[src/rtl/ctxsw_pkg.sv]
package ctxsw_pkg;

  localparam int OPC_W = 8;

  localparam logic [OPC_W-1:0] OPC_SYSCALL = 8'd162;
  localparam logic [OPC_W-1:0] OPC_SWINT   = 8'd192;
  localparam logic [OPC_W-1:0] OPC_TRETURN = 8'd193;

  localparam int NUM_SLOTS = 3;
  localparam int SLOT_IP   = 0;
  localparam int SLOT_SP   = 1;
  localparam int SLOT_FLG  = 2;

  typedef enum logic [1:0] {
    ST_IDLE = 2'd0,
    ST_REQ  = 2'd1,
    ST_LOAD = 2'd2
  } seq_st_t;

endpackage

[src/rtl/ctxsw_decode.sv]
module ctxsw_decode
  import ctxsw_pkg::*;
(
  input  logic             op_valid_i,
  input  logic             busy_i,
  input  logic [OPC_W-1:0] opcode_i,
  input  logic             user_mode_i,
  output logic             enter_sys_o,
  output logic             enter_int_o,
  output logic             do_return_o,
  output logic             priv_fault_o
);

  logic live;
  logic is_sys, is_int, is_ret;
  logic needs_priv;

  always_comb begin
    live       = op_valid_i && !busy_i;
    is_sys     = (opcode_i == OPC_SYSCALL);
    is_int     = (opcode_i == OPC_SWINT);
    is_ret     = (opcode_i == OPC_TRETURN);
    needs_priv = is_int || is_ret;

    enter_sys_o  = live && is_sys;
    enter_int_o  = live && is_int && !user_mode_i;
    do_return_o  = live && is_ret && !user_mode_i;
    priv_fault_o = live && needs_priv && user_mode_i;
  end

endmodule

[src/rtl/ctxsw_shadow.sv]
module ctxsw_shadow
  import ctxsw_pkg::*;
#(
  parameter int DATA_W = 32
) (
  input  logic                              clk,
  input  logic                              rst,
  input  logic                              cap_en_i,
  input  logic [NUM_SLOTS-1:0][DATA_W-1:0]  cap_data_i,
  output logic [NUM_SLOTS-1:0][DATA_W-1:0]  shadow_o
);

  for (genvar s = 0; s < NUM_SLOTS; s++) begin : g_slot
    always_ff @(posedge clk) begin
      if (rst) begin
        shadow_o[s] <= '0;
      end else if (cap_en_i) begin
        shadow_o[s] <= cap_data_i[s];
      end
    end
  end


  shadow_hold_chk: assert property (@(posedge clk) disable iff (rst)
    !cap_en_i |=> $stable(shadow_o));


  shadow_take_chk: assert property (@(posedge clk) disable iff (rst)
    cap_en_i |=> (shadow_o == $past(cap_data_i)));

endmodule

[src/rtl/ctxsw_seq.sv]
module ctxsw_seq
  import ctxsw_pkg::*;
#(
  parameter int DATA_W  = 32,
  parameter int IMM_W   = 8,
  parameter int SYS_VEC = 6,
  parameter int CLR_A   = 16,
  parameter int CLR_B   = 17
) (
  input  logic                             clk,
  input  logic                             rst,
  input  logic                             enter_sys_i,
  input  logic                             enter_int_i,
  input  logic                             do_return_i,
  input  logic                             fault_req_i,
  input  logic [IMM_W-1:0]                 imm_i,
  input  logic [DATA_W-1:0]                vec_data_i,
  input  logic [NUM_SLOTS-1:0][DATA_W-1:0] shadow_i,
  output logic [IMM_W-1:0]                 vec_idx_o,
  output logic                             vec_req_o,
  output logic [DATA_W-1:0]                nxt_ip_o,
  output logic                             ip_load_o,
  output logic [DATA_W-1:0]                nxt_sp_o,
  output logic                             sp_load_o,
  output logic [DATA_W-1:0]                nxt_flg_o,
  output logic                             flg_load_o,
  output logic                             busy_o,
  output logic                             fault_o
);

  localparam logic [IMM_W-1:0]  SYS_IDX  = IMM_W'(SYS_VEC);
  localparam logic [DATA_W-1:0] CLR_MASK =
    ~((DATA_W'(1) << CLR_A) | (DATA_W'(1) << CLR_B));

  seq_st_t state;
  logic    entering;

  always_comb entering = enter_sys_i || enter_int_i;

  always_ff @(posedge clk) begin
    if (rst) begin
      state      <= ST_IDLE;
      vec_idx_o  <= '0;
      vec_req_o  <= 1'b0;
      nxt_ip_o   <= '0;
      nxt_sp_o   <= '0;
      nxt_flg_o  <= '0;
      ip_load_o  <= 1'b0;
      sp_load_o  <= 1'b0;
      flg_load_o <= 1'b0;
      busy_o     <= 1'b0;
      fault_o    <= 1'b0;
    end else begin
      vec_req_o  <= 1'b0;
      ip_load_o  <= 1'b0;
      sp_load_o  <= 1'b0;
      flg_load_o <= 1'b0;
      fault_o    <= 1'b0;
      case (state)
        ST_IDLE: begin
          if (entering) begin
            vec_idx_o <= enter_sys_i ? SYS_IDX : imm_i;
            vec_req_o <= 1'b1;
            busy_o    <= 1'b1;
            state     <= ST_REQ;
          end else if (do_return_i) begin
            nxt_ip_o   <= shadow_i[SLOT_IP];
            nxt_sp_o   <= shadow_i[SLOT_SP];
            nxt_flg_o  <= shadow_i[SLOT_FLG];
            ip_load_o  <= 1'b1;
            sp_load_o  <= 1'b1;
            flg_load_o <= 1'b1;
          end else if (fault_req_i) begin
            fault_o <= 1'b1;
          end
        end
        ST_REQ: begin
          state <= ST_LOAD;
        end
        ST_LOAD: begin
          nxt_ip_o   <= vec_data_i;
          nxt_flg_o  <= shadow_i[SLOT_FLG] & CLR_MASK;
          ip_load_o  <= 1'b1;
          flg_load_o <= 1'b1;
          busy_o     <= 1'b0;
          state      <= ST_IDLE;
        end
        default: begin
          busy_o <= 1'b0;
          state  <= ST_IDLE;
        end
      endcase
    end
  end


  vec_req_pulse_chk: assert property (@(posedge clk) disable iff (rst)
    vec_req_o |=> (!vec_req_o && busy_o));


  entry_load_chk: assert property (@(posedge clk) disable iff (rst)
    vec_req_o |-> ##2 (ip_load_o && !busy_o));


  entry_flag_chk: assert property (@(posedge clk) disable iff (rst)
    (ip_load_o && !sp_load_o) |-> (flg_load_o && !nxt_flg_o[CLR_A] && !nxt_flg_o[CLR_B]));


  return_load_chk: assert property (@(posedge clk) disable iff (rst)
    sp_load_o |-> (ip_load_o && flg_load_o && !busy_o && !vec_req_o));


  fault_quiet_chk: assert property (@(posedge clk) disable iff (rst)
    fault_o |-> (!ip_load_o && !vec_req_o && !busy_o));


  busy_start_chk: assert property (@(posedge clk) disable iff (rst)
    $rose(busy_o) |-> vec_req_o);

endmodule

[src/rtl/ctxsw_unit.sv]
module ctxsw_unit
  import ctxsw_pkg::*;
#(
  parameter int DATA_W  = 32,
  parameter int IMM_W   = 8,
  parameter int SYS_VEC = 6,
  parameter int CLR_A   = 16,
  parameter int CLR_B   = 17
) (
  input  logic              clk,
  input  logic              rst,
  input  logic              op_valid_i,
  input  logic [7:0]        opcode_i,
  input  logic [IMM_W-1:0]  imm_i,
  input  logic              user_mode_i,
  input  logic [DATA_W-1:0] cur_ip_i,
  input  logic [DATA_W-1:0] cur_sp_i,
  input  logic [DATA_W-1:0] cur_flg_i,
  input  logic [DATA_W-1:0] vec_data_i,
  output logic [IMM_W-1:0]  vec_idx_o,
  output logic              vec_req_o,
  output logic [DATA_W-1:0] nxt_ip_o,
  output logic              ip_load_o,
  output logic [DATA_W-1:0] nxt_sp_o,
  output logic              sp_load_o,
  output logic [DATA_W-1:0] nxt_flg_o,
  output logic              flg_load_o,
  output logic              busy_o,
  output logic              fault_o
);

  logic enter_sys, enter_int, do_return, priv_fault;
  logic [NUM_SLOTS-1:0][DATA_W-1:0] cap_data;
  logic [NUM_SLOTS-1:0][DATA_W-1:0] shadow;

  always_comb begin
    cap_data[SLOT_IP]  = cur_ip_i;
    cap_data[SLOT_SP]  = cur_sp_i;
    cap_data[SLOT_FLG] = cur_flg_i;
  end

  ctxsw_decode u_decode (
    .op_valid_i   (op_valid_i),
    .busy_i       (busy_o),
    .opcode_i     (opcode_i),
    .user_mode_i  (user_mode_i),
    .enter_sys_o  (enter_sys),
    .enter_int_o  (enter_int),
    .do_return_o  (do_return),
    .priv_fault_o (priv_fault)
  );

  ctxsw_shadow #(.DATA_W(DATA_W)) u_shadow (
    .clk        (clk),
    .rst        (rst),
    .cap_en_i   (enter_sys || enter_int),
    .cap_data_i (cap_data),
    .shadow_o   (shadow)
  );

  ctxsw_seq #(
    .DATA_W  (DATA_W),
    .IMM_W   (IMM_W),
    .SYS_VEC (SYS_VEC),
    .CLR_A   (CLR_A),
    .CLR_B   (CLR_B)
  ) u_seq (
    .clk         (clk),
    .rst         (rst),
    .enter_sys_i (enter_sys),
    .enter_int_i (enter_int),
    .do_return_i (do_return),
    .fault_req_i (priv_fault),
    .imm_i       (imm_i),
    .vec_data_i  (vec_data_i),
    .shadow_i    (shadow),
    .vec_idx_o   (vec_idx_o),
    .vec_req_o   (vec_req_o),
    .nxt_ip_o    (nxt_ip_o),
    .ip_load_o   (ip_load_o),
    .nxt_sp_o    (nxt_sp_o),
    .sp_load_o   (sp_load_o),
    .nxt_flg_o   (nxt_flg_o),
    .flg_load_o  (flg_load_o),
    .busy_o      (busy_o),
    .fault_o     (fault_o)
  );


  busy_no_fault_chk: assert property (@(posedge clk) disable iff (rst)
    (busy_o && op_valid_i) |=> !fault_o);


  user_fault_chk: assert property (@(posedge clk) disable iff (rst)
    (!busy_o && op_valid_i && user_mode_i && (opcode_i == OPC_SWINT))
      |=> (fault_o && !vec_req_o));


  idle_quiet_chk: assert property (@(posedge clk) disable iff (rst)
    (!busy_o && !op_valid_i) |=> (!vec_req_o && !sp_load_o && !fault_o));

endmodule

[config.mk]
export PLATFORM = sky130hd
export DESIGN_NAME = ctxsw_unit
export DESIGN_NICKNAME = d
export VERILOG_FILES = /design/src/rtl/ctxsw_pkg.sv /design/src/rtl/ctxsw_decode.sv /design/src/rtl/ctxsw_shadow.sv /design/src/rtl/ctxsw_seq.sv /design/src/rtl/ctxsw_unit.sv
export SDC_FILE = /design/constraint.sdc
export NUM_CORES = 1
export LEC_CHECK = 0
export ABC_AREA = 1
export BUFFER_PORTS_ARGS = -buffer_cell sky130_fd_sc_hd__buf_2
export CAP_MARGIN = 15
export CORE_ASPECT_RATIO = 0.8
export CORE_UTILIZATION = 50
export DETAILED_ROUTE_END_ITERATION = 8
export PLACE_DENSITY = 0.83
export SYNTH_ARGS = -nofsm -noshare
export SYNTH_HDL_FRONTEND = slang
export SYNTH_SLANG_ARGS = --single-unit
[constraint.sdc]
create_clock -name clk -period 3 [get_ports clk]
set_input_delay 0.6 -clock clk [delete_from_list [all_inputs] [get_ports clk]]
set_output_delay 0.6 -clock clk [all_outputs]
set_load 0.005 [all_outputs]
==> impl_metrics.xml <==
<?xml version="1.0" encoding="UTF-8"?>
<metrics>
  <group name="flow_run">
    <metric name="max_cap_violations" unit="">0</metric>
  </group>
  <group name="min_path">
    <metric name="min_path_type" unit="">in2reg</metric>
  </group>
  <group name="worst_setup_path">
    <metric name="r2r.worst_path.cells" unit="">7</metric>
    <metric name="critPathBufInv" unit="">2</metric>
    <metric name="cp_slowest_stage_delay" unit="ns">0.87</metric>
    <metric name="timing.setup.critical_path_class" unit="">reg2reg</metric>
    <metric name="worstPathRequired" unit="ns">3.41</metric>
    <metric name="critical_path.slowest_cell" unit="">sky130_fd_sc_hd__buf_4</metric>
    <metric name="setup.worst_path.start" unit="">u_seq.busy_o</metric>
    <metric name="worstSetupEndpointType" unit="">flip-flop</metric>
    <metric name="worstPathCellList" unit="">inv_2, nand2_1, nor2_4, nand3_4, buf_4, nand3_1, a21oi_1</metric>
    <metric name="timing.critical_path.from_type" unit="">flip-flop</metric>
    <metric name="cp-endpoint" unit="">u_shadow.shadow_o[65]</metric>
    <metric name="critPathArrivalTime" unit="ns">2.46</metric>
    <metric name="cp_max_fo" unit="">104</metric>
    <metric name="r2r_setup_slack" unit="ns">0.94</metric>
    <metric name="critical-path-top-delay-family" unit="">buffers and inverters</metric>
    <metric name="worstReg2RegStart" unit="">u_seq.busy_o</metric>
    <metric name="reg2reg_to" unit="">u_shadow.shadow_o[65]</metric>
    <metric name="timing.critical_path.depth" unit="">7</metric>
  </group>
  <group name="clocking">
    <metric name="buffers_inserted_by_post_cts_timing_repair" unit="">0</metric>
    <metric name="clock_path_buffers" unit="">3</metric>
    <metric name="clk_root_buffer_cell" unit="">sky130_fd_sc_hd__clkbuf_16</metric>
    <metric name="numClockSinks" unit="">207</metric>
    <metric name="ctsHtreeMaxLevel" unit="">1</metric>
    <metric name="holdBufCountCts" unit="">0</metric>
    <metric name="number_of_buffers_inserted_during_clock_tree_synthesis" unit="">21</metric>
    <metric name="resized_gates_after_cts" unit="">0</metric>
    <metric name="clock_tree_from_tritoncts" unit="">yes</metric>
    <metric name="register_clock_pin_slew_on_the_reported_worst_setup_and_hold_paths" unit="ns">0.06</metric>
    <metric name="clk_latency" unit="ns">0.48</metric>
  </group>
  <group name="grt">
    <metric name="first_global_vias" unit="">6980</metric>
    <metric name="globalRouteTotalUtil" unit="%">25.4</metric>
    <metric name="global_route_wire_length_before_repair" unit="um">35100</metric>
    <metric name="antenna_found_initial" unit="">0</metric>
    <metric name="grt_start_max_net_pins" unit="">169</metric>
    <metric name="grt_overflow_total" unit="">0</metric>
  </group>
  <group name="cells_and_area">
    <metric name="final_cell_count_no_fill" unit="">1474</metric>
    <metric name="leading_cell_type_in_the_layout_fill_and_taps_excluded" unit="">sky130_fd_sc_hd__buf_2</metric>
    <metric name="area_delta_synth_final" unit="%">22.4</metric>
    <metric name="layout.filler_cells" unit="">1365</metric>
    <metric name="multi_input_comb_area" unit="mm2">0.00339</metric>
    <metric name="finish.net_count" unit="">1395</metric>
    <metric name="sequential_cell_area" unit="mm2">0.00414</metric>
    <metric name="fraction_of_final_layout_cells_sized_beyond_drive_strength_1" unit="%">27.6</metric>
    <metric name="layout_common_cells" unit="">sky130_fd_sc_hd__buf_2, sky130_fd_sc_hd__nand2_1, sky130_fd_sc_hd__dfxtp_1, sky130_fd_sc_hd__a21oi_1, sky130_fd_sc_hd__nand3_1</metric>
    <metric name="finalCoreUtilization" unit="%">63.1</metric>
    <metric name="num_antenna_cells" unit="">0</metric>
  </group>
  <group name="floorplanning">
    <metric name="io_pins" unit="">258</metric>
    <metric name="die-area" unit="mm2">0.0169</metric>
    <metric name="floorplan.rows" unit="">41</metric>
    <metric name="initial_utilization" unit="%">51.6</metric>
    <metric name="dieWidth" unit="um">145</metric>
    <metric name="die_h" unit="um">116</metric>
    <metric name="design.core.area" unit="mm2">0.0159</metric>
  </group>
  <group name="detailed_routing">
    <metric name="via_density_per_instance" unit="">5.26</metric>
    <metric name="detail_route.drc_violations" unit="">0</metric>
    <metric name="drt_pass1_iterations" unit="">5</metric>
    <metric name="detail-route-antenna-nets" unit="">0</metric>
    <metric name="dr.first_iter.drc_count" unit="">486</metric>
    <metric name="vias" unit="">7759</metric>
    <metric name="finalWirelength" unit="um">22100</metric>
    <metric name="wl_per_cell" unit="um">15.0</metric>
  </group>
  <group name="placement">
    <metric name="dp_hpwl" unit="um">13700</metric>
    <metric name="buffers_on_ports" unit="">257</metric>
    <metric name="placer_congestion" unit="">0.869</metric>
    <metric name="number_of_cells_in_the_design_after_placement" unit="">1439</metric>
  </group>
  <group name="synth">
    <metric name="yosys.cell_types.count" unit="">23</metric>
    <metric name="synth_sequential_area_ratio" unit="%">50.7</metric>
    <metric name="ys_ff_latch" unit="">207</metric>
    <metric name="mappedNetlistNets" unit="">1188</metric>
    <metric name="synthCells" unit="">1040</metric>
    <metric name="syn_area" unit="mm2">0.00818</metric>
    <metric name="yosys_warnings" unit="">0</metric>
    <metric name="avgSynthCellArea" unit="um2">7.86</metric>
  </group>
  <group name="sta">
    <metric name="worst_slew_pin_slew" unit="ns">1.14</metric>
    <metric name="finalSetupViolations" unit="">0</metric>
    <metric name="final.setup.tns" unit="ns">0</metric>
    <metric name="final_period_minus_worst_setup_slack" unit="ns">2.06</metric>
    <metric name="timing_hold_violations_final" unit="">0</metric>
    <metric name="finalClockSkew" unit="ns">0.00995</metric>
    <metric name="timing.fmax" unit="MHz">487</metric>
    <metric name="slew_headroom" unit="%">23.8</metric>
    <metric name="fin_crit_sh" unit="%">68.5</metric>
    <metric name="final_max_slew_viols" unit="">0</metric>
    <metric name="grt_setup_unrepaired" unit="">false</metric>
  </group>
  <group name="power">
    <metric name="p_leak" unit="uW">0.00445</metric>
    <metric name="power_density_of_the_placed_cells" unit="mW/mm2">530</metric>
    <metric name="worst_case_vdd_ir_drop" unit="mV">0.415</metric>
  </group>
  <group name="run_status">
    <metric name="status" unit="">finished clean</metric>
  </group>
</metrics>
==> report_power, final <==
| part | internal (uW) | switching (uW) |
|---|---|---|
| clock network | 1360 | 1020 |
| logic | 80.1 | 96.6 |
| registers | 2750 | 1.68 |
| total | 4190 | 1120 |
==> cells in the mapped netlist, drive strengths merged <==
cell type / count / share of area (%)
o22ai: 1 / 0.077
nand3: 161 / 10
buf: 52 / 4.3
clkbuf: 33 / 1.5
nor2: 78 / 3.7
nor3: 1 / 0.12
inv: 49 / 2.2
o21ai: 2 / 0.12
nand2: 248 / 12
dfxtp: 207 / 51
a21oi: 167 / 10
nand4: 9 / 0.69
mux2: 32 / 4.4
==> area by class of cell <==
type | count | area share [%]
clock buffer | 30 | 5.89
clock inverter | 5 | 0.250
inverter | 49 | 1.84
multi-input combinational | 699 | 33.9
sequential | 207 | 41.4
tap | 215 | 2.69
timing repair buffer | 269 | 14.0
==> metrics by stage <==
stage                     area, um2  hold slack [ns]  power [uW]  setup slack (ns)
final                         10000            0.357        5310             0.945
after global routing          10000            0.345        5490             0.762
after CTS                     10000            0.344        5350             0.971
after detailed placement       9390            0.451        2990             0.678
after global placement         9390            0.441        2990             0.716
after floorplan                8180            0.429        2870              1.37
==> routing by layer <==
| layer | wire, um | vias up | track usage (%) |
|---|---|---|---|
| met2 | 10400 | 303 | 42.9 |
| met4 | 466 | 0 | 7.09 |
| met3 | 1670 | 30 | 5.27 |
| met1 | 9630 | 3606 | 33.2 |
| li1 | - | 3820 | - |
| met5 | 0 | - | 0 |
==> worst min-delay path, stage by stage <==
cell	delay [ns]
sky130_fd_sc_hd__buf_2	0.09
sky130_fd_sc_hd__nand2_1	0.05
sky130_fd_sc_hd__a21oi_1	0.05
==> flip-flops by register name, summed over array words and instances (netlist names) <==
name	count
u_shadow.shadow_o	96
u_seq.nxt_flg_o	32
u_seq.nxt_ip_o	32
u_seq.nxt_sp_o	32
u_seq.vec_idx_o	8
u_seq.state	2
u_seq.busy_o	1
u_seq.fault_o	1
u_seq.flg_load_o	1
u_seq.sp_load_o	1
u_seq.vec_req_o	1
==> cell families (layout without fill, tap and decap cells) <==
kind of cell / count (synthesis) / in the layout / synth area share, %
simple gates: 497 / 497 / 26.4
buf+inv: 134 / 353 / 8.09
compound gates: 170 / 170 / 10.4
mux: 32 / 32 / 4.41
flops: 207 / 207 / 50.7
==> how the worst min path moves through the flow <==
| stage | from | end | slack, ns | cells past startpoint |
|---|---|---|---|---|
| 6_report | cur_sp_i[29] | u_shadow.shadow_o[61] | 0.36 | 3 |
| 5_1_grt | cur_sp_i[14] | u_shadow.shadow_o[46] | 0.34 | 3 |
| 4_1_cts | cur_sp_i[29] | u_shadow.shadow_o[61] | 0.34 | 3 |
| 3_5_place_dp | u_shadow.shadow_o[93] | u_seq.nxt_flg_o[29] | 0.45 | 2 |
| 3_3_place_gp | u_shadow.shadow_o[81] | u_seq.nxt_flg_o[17] | 0.44 | 2 |
| 2_1_floorplan | u_shadow.shadow_o[80] | u_seq.nxt_flg_o[16] | 0.43 | 2 |
(Power assumes the default switching activity.)
